[src/rtl/csel_alu_pkg.sv]
package csel_alu_pkg;
  localparam int unsigned SEG_W = 8;

  typedef enum logic [2:0] {
    OP_NOT = 3'd0,
    OP_AND = 3'd1,
    OP_OR  = 3'd2,
    OP_XOR = 3'd3,
    OP_ADD = 3'd4,
    OP_SUB = 3'd5
  } alu_op_e;
endpackage

[src/rtl/csel_seg_ripple.sv]
// One ripple segment; sub conditions operand A.
module csel_seg_ripple #(
  parameter int unsigned W = 8
) (
  input  logic [W-1:0] a_i,
  input  logic [W-1:0] b_i,
  input  logic         sub_i,
  input  logic         cin_i,
  output logic [W-1:0] sum_o,
  output logic         cout_o
);
  logic [W:0]   c;
  logic [W-1:0] a_c, p;

  assign a_c  = a_i ^ {W{sub_i}};
  assign p    = a_c ^ b_i;
  assign c[0] = cin_i;

  for (genvar i = 0; i < W; i++) begin : g_bit
    assign sum_o[i] = p[i] ^ c[i];
    assign c[i+1]   = (p[i] & c[i]) | (a_c[i] & b_i[i]);
  end

  assign cout_o = c[W];
endmodule

[src/rtl/csel_seg_select.sv]
// Upper segment: both carry cases precomputed, AND-OR selected.
module csel_seg_select #(
  parameter int unsigned W = 8
) (
  input  logic [W-1:0] a_i,
  input  logic [W-1:0] b_i,
  input  logic         sub_i,
  input  logic         cin_i,
  output logic [W-1:0] sum_o,
  output logic         cout_o
);
  logic [W-1:0] sum0, sum1;
  logic         co0, co1;

  csel_seg_ripple #(.W(W)) u_c0 (
    .a_i(a_i), .b_i(b_i), .sub_i(sub_i), .cin_i(1'b0), .sum_o(sum0), .cout_o(co0)
  );
  csel_seg_ripple #(.W(W)) u_c1 (
    .a_i(a_i), .b_i(b_i), .sub_i(sub_i), .cin_i(1'b1), .sum_o(sum1), .cout_o(co1)
  );

  assign sum_o  = (sum1 & {W{cin_i}}) | (sum0 & {W{~cin_i}});
  assign cout_o = (co1 & cin_i) | (co0 & ~cin_i);
endmodule

[src/rtl/csel_alu.sv]
module csel_alu #(
  parameter int unsigned WIDTH = 32
) (
  input  logic [WIDTH-1:0] a_i,
  input  logic [WIDTH-1:0] b_i,
  input  logic             cin_i,
  input  logic [2:0]       op_i,
  output logic [WIDTH-1:0] result_o,
  output logic             carry_o
);
  import csel_alu_pkg::*;

  localparam int unsigned NSEG = WIDTH / SEG_W;

  if ((WIDTH % SEG_W) != 0 || WIDTH == 0) begin : g_bad_width
    $error("WIDTH must be a positive multiple of 8");
  end

  alu_op_e          op;
  logic             sub;
  logic [NSEG:0]    seg_c;
  logic [WIDTH-1:0] sum;

  assign op       = alu_op_e'(op_i);
  assign sub      = (op == OP_SUB);
  assign seg_c[0] = cin_i | sub;

  csel_seg_ripple #(.W(SEG_W)) u_seg0 (
    .a_i   (a_i[SEG_W-1:0]),
    .b_i   (b_i[SEG_W-1:0]),
    .sub_i (sub),
    .cin_i (seg_c[0]),
    .sum_o (sum[SEG_W-1:0]),
    .cout_o(seg_c[1])
  );

  for (genvar k = 1; k < NSEG; k++) begin : g_seg
    csel_seg_select #(.W(SEG_W)) u_sel (
      .a_i   (a_i[k*SEG_W +: SEG_W]),
      .b_i   (b_i[k*SEG_W +: SEG_W]),
      .sub_i (sub),
      .cin_i (seg_c[k]),
      .sum_o (sum[k*SEG_W +: SEG_W]),
      .cout_o(seg_c[k+1])
    );
  end

  always_comb begin
    result_o = '0;
    carry_o  = 1'b0;
    unique case (op)
      OP_NOT: result_o = ~a_i;
      OP_AND: result_o = a_i & b_i;
      OP_OR:  result_o = a_i | b_i;
      OP_XOR: result_o = a_i ^ b_i;
      OP_ADD, OP_SUB: begin
        result_o = sum;
        carry_o  = seg_c[NSEG];
      end
      default: ;
    endcase
  end
endmodule

[config.mk]
export PLATFORM = sky130hd
export DESIGN_NAME = csel_alu
export DESIGN_NICKNAME = d
export VERILOG_FILES = /design/src/rtl/csel_alu_pkg.sv /design/src/rtl/csel_seg_ripple.sv /design/src/rtl/csel_seg_select.sv /design/src/rtl/csel_alu.sv
export SDC_FILE = /design/constraint.sdc
export NUM_CORES = 1
export LEC_CHECK = 0
export ABC_AREA = 1
export BUFFER_PORTS_ARGS = -buffer_cell sky130_fd_sc_hd__buf_2
export CELL_PAD_IN_SITES_DETAIL_PLACEMENT = 1
export CELL_PAD_IN_SITES_GLOBAL_PLACEMENT = 1
export CORE_MARGIN = 5
export CORE_UTILIZATION = 43
export DETAILED_ROUTE_END_ITERATION = 7
export PLACE_DENSITY = 0.88
export SYNTH_ARGS = -nofsm -noshare
export SYNTH_HDL_FRONTEND = slang
export SYNTH_HIERARCHICAL = 1
export SYNTH_SLANG_ARGS = --single-unit
[constraint.sdc]
create_clock -name vclk -period 11.15
set_clock_uncertainty 0.15 [all_clocks]
set_input_delay 0.5575 -clock vclk [all_inputs]
set_output_delay 0.5575 -clock vclk [all_outputs]
set_load 0.02 [all_outputs]
==> results.sh <==
export IMPL_cp_max_fo=44
export IMPL_post_cts_buffers=0
export IMPL_mostFrequentLayoutCells="nand2_1, inv_1, buf_2"
export IMPL_nFlopsAndLatches=0
export IMPL_hold_viol=0
export IMPL_seq_power_share=0
export IMPL_rows=41
export IMPL_avgSynthCellArea_sq_um=5.64
export IMPL_max_freq_mhz=118
export IMPL_die_area_sq_um=15200
export IMPL_drc=0
export IMPL_top_usage_layer="met2"
export IMPL_die_y_um=123
export IMPL_fin_crit_ns=8.48
export IMPL_synthAdderAreaFrac=0.348
export IMPL_p_comb_frac=1.000
export IMPL_setup_tns_ns=0
export IMPL_die_w_um=123
export IMPL_cp_arrival_ns=7.77
export IMPL_worstHoldStart="op_i[2]"
export IMPL_critPathRequiredTime_ns=10.44
export IMPL_wirelength_um=16500
export IMPL_yosysUniqueCellTypes=19
export IMPL_start_util=0.438
export IMPL_drtAntennaViolNets=0
export IMPL_irDropWorstVdd_mv=0.0273
export IMPL_globalplace_congestion=0.826
export IMPL_dr_pass1_iters=4
export IMPL_switching_share=0.660
export IMPL_use_met3=0.00778
export IMPL_status="finished clean"
export IMPL_startpoint="op_i[1]"
export IMPL_fin_crit_sh=0.760
export IMPL_p_clk_frac=0
export IMPL_synth_top_family_by_area="simple AND/OR/NAND/NOR gates"
export IMPL_synth_cells=980
export IMPL_final_common_cell="nand2_1"
export IMPL_ff_latch_area_sq_um=0
export IMPL_ys_seq_area_frac=0
export IMPL_cts_repair_resized=0
export IMPL_port_buffers=101
export IMPL_antenna_found_initial=0
export IMPL_crit_type="primary input to output port"
export IMPL_routed_via_density=4.86
export IMPL_n_antenna_cell=0
export IMPL_nClkBuffers=0
export IMPL_power_density_nw_per_um2=50.7
export IMPL_min_path_cells=4
export IMPL_syn_area_sq_um=5530
export IMPL_cp_start_kind="primary input"
export IMPL_slew_limit_headroom=0.363
export IMPL_synth_net_count=1168
export IMPL_p_int_w=0.000103
export IMPL_fillCellCount=1929
export IMPL_core_area_sq_um=12600
export IMPL_synth_xor_area_frac=0
export IMPL_whs_ns=1.50
export IMPL_critPathCaptureType="output port"
export IMPL_setup_viol=0
export IMPL_grt_pass1_wl_um=28200
export IMPL_p_sw_w=0.000201
export IMPL_synthSimpleGateAreaFrac=0.415
export IMPL_worst_slew_pin_slew_ns=0.955
export IMPL_nets=1230
export IMPL_dp_cells=1212
export IMPL_synthMuxAreaShare=0
export IMPL_grt_max_degree=96
export IMPL_track_usage=0.221
export IMPL_hold_path_class="primary input to output port"
export IMPL_multi_input_area_sq_um=4250
export IMPL_drive_gt1_frac=0.118
export IMPL_rsz0062_at_grt="false"
export IMPL_synth_compound_area_frac=0.00136
export IMPL_yosysWarnings=6
export IMPL_grt_pass1_vias=5974
export IMPL_num_vias=5894
export IMPL_overflow=0
export IMPL_hpwlAfterDp_um=13000
export IMPL_pin_count=101
export IMPL_area_growth_pct=8.39
export IMPL_grtUsageMet2=0.415
export IMPL_drv_slew=0
export IMPL_layout_cells_non_filler=1212
export IMPL_leakagePower_nw=4.17
export IMPL_drtIter0Drc=328
export IMPL_gr_usage_met1=0.293
export IMPL_drv_cap=0
export IMPL_cts_hold_buf=0
export IMPL_post_drt_wl_per_cell_um=13.6
## per-layer routing
layer | wire length, um | vias up
met5 | 0 | -
met4 | 92 | 0
met3 | 462 | 12
met2 | 8450 | 84
met1 | 7480 | 2827
li1 | - | 2971
## path summary, 6_finish.rpt
| path | slack, ns | endpoint |
|---|---|---|
| max | 2.67 | carry_o |
| min | 1.50 | carry_o |
## power by group through the flow
stage	clock network, W	logic, W	registers, W
after global placement	0	0.000294	0
after global routing	0	0.000352	0
after floorplan	0	0.000213	0
final	0	0.000304	0
after CTS	0	0.000309	0
after detailed placement	0	0.000308	0
## cell families (layout without fill, tap and decap cells)
group,after synthesis,in the layout
and+or+nand+nor,543,543
buffers and inverters,310,370
adders and majority gates,120,120
other,6,6
AOI/OAI and AO/OA,1,1
## cell type report
class              instances  share of cell area
multi-input cells        670               0.708
inverters                264               0.165
repair buffers           106              0.0906
well taps                172              0.0359
## Yosys cell counts
| cell type | count | area (sq um) |
|---|---|---|
| nand2_1 | 378 | 1420 |
| inv_1 | 252 | 946 |
| nand3_1 | 66 | 330 |
| ha_1 | 64 | 801 |
| nand4_1 | 63 | 394 |
| fa_1 | 56 | 1120 |
| nor2_1 | 32 | 120 |
| buf_2 | 22 | 110 |
| inv_2 | 12 | 45.0 |
| buf_6 | 11 | 124 |
| clkbuf_1 | 8 | 30.0 |
| conb_1 | 6 | 22.5 |
| buf_4 | 3 | 22.5 |
| buf_1 | 2 | 7.51 |
| a21boi_0 | 1 | 7.51 |
| nand2_2 | 1 | 6.26 |
| nor2_2 | 1 | 6.26 |
| nor2_4 | 1 | 11.3 |
| or2_2 | 1 | 6.26 |
## per-stage QoR
| stage | total power (W) | util | cell area (sq um) | setup slack, ns |
|---|---|---|---|---|
| 3_5_place_dp | 0.000308 | 0.475 | 5990 | 2.71 |
| 2_1_floorplan | 0.000213 | - | 5530 | 4.71 |
| 3_3_place_gp | 0.000294 | 0.475 | 5990 | 2.83 |
| 4_1_cts | 0.000309 | 0.475 | 5990 | 2.68 |
| 5_1_grt | 0.000352 | 0.475 | 5990 | 2.18 |
| 6_report | 0.000304 | 0.475 | 5990 | 2.67 |
## critical path: stages
cell and delay, ns:
buf_2 0.33, inv_2 0.63, nand3_1 0.27, inv_2 0.65, or2_2 0.24, fa_1 0.16, inv_1 0.05, fa_1 0.42
fa_1 0.45, fa_1 0.43, fa_1 0.43, fa_1 0.42, fa_1 0.39, inv_1 0.08, fa_1 0.40, nand2_1 0.09
nand2_1 0.28, inv_2 0.14, nand2_1 0.08, nand2_1 0.27, inv_2 0.28, nand2_1 0.09, nand2_1 0.06, a21boi_0 0.28
buf_2 0.23
Power figures use the tool's default switching activity.
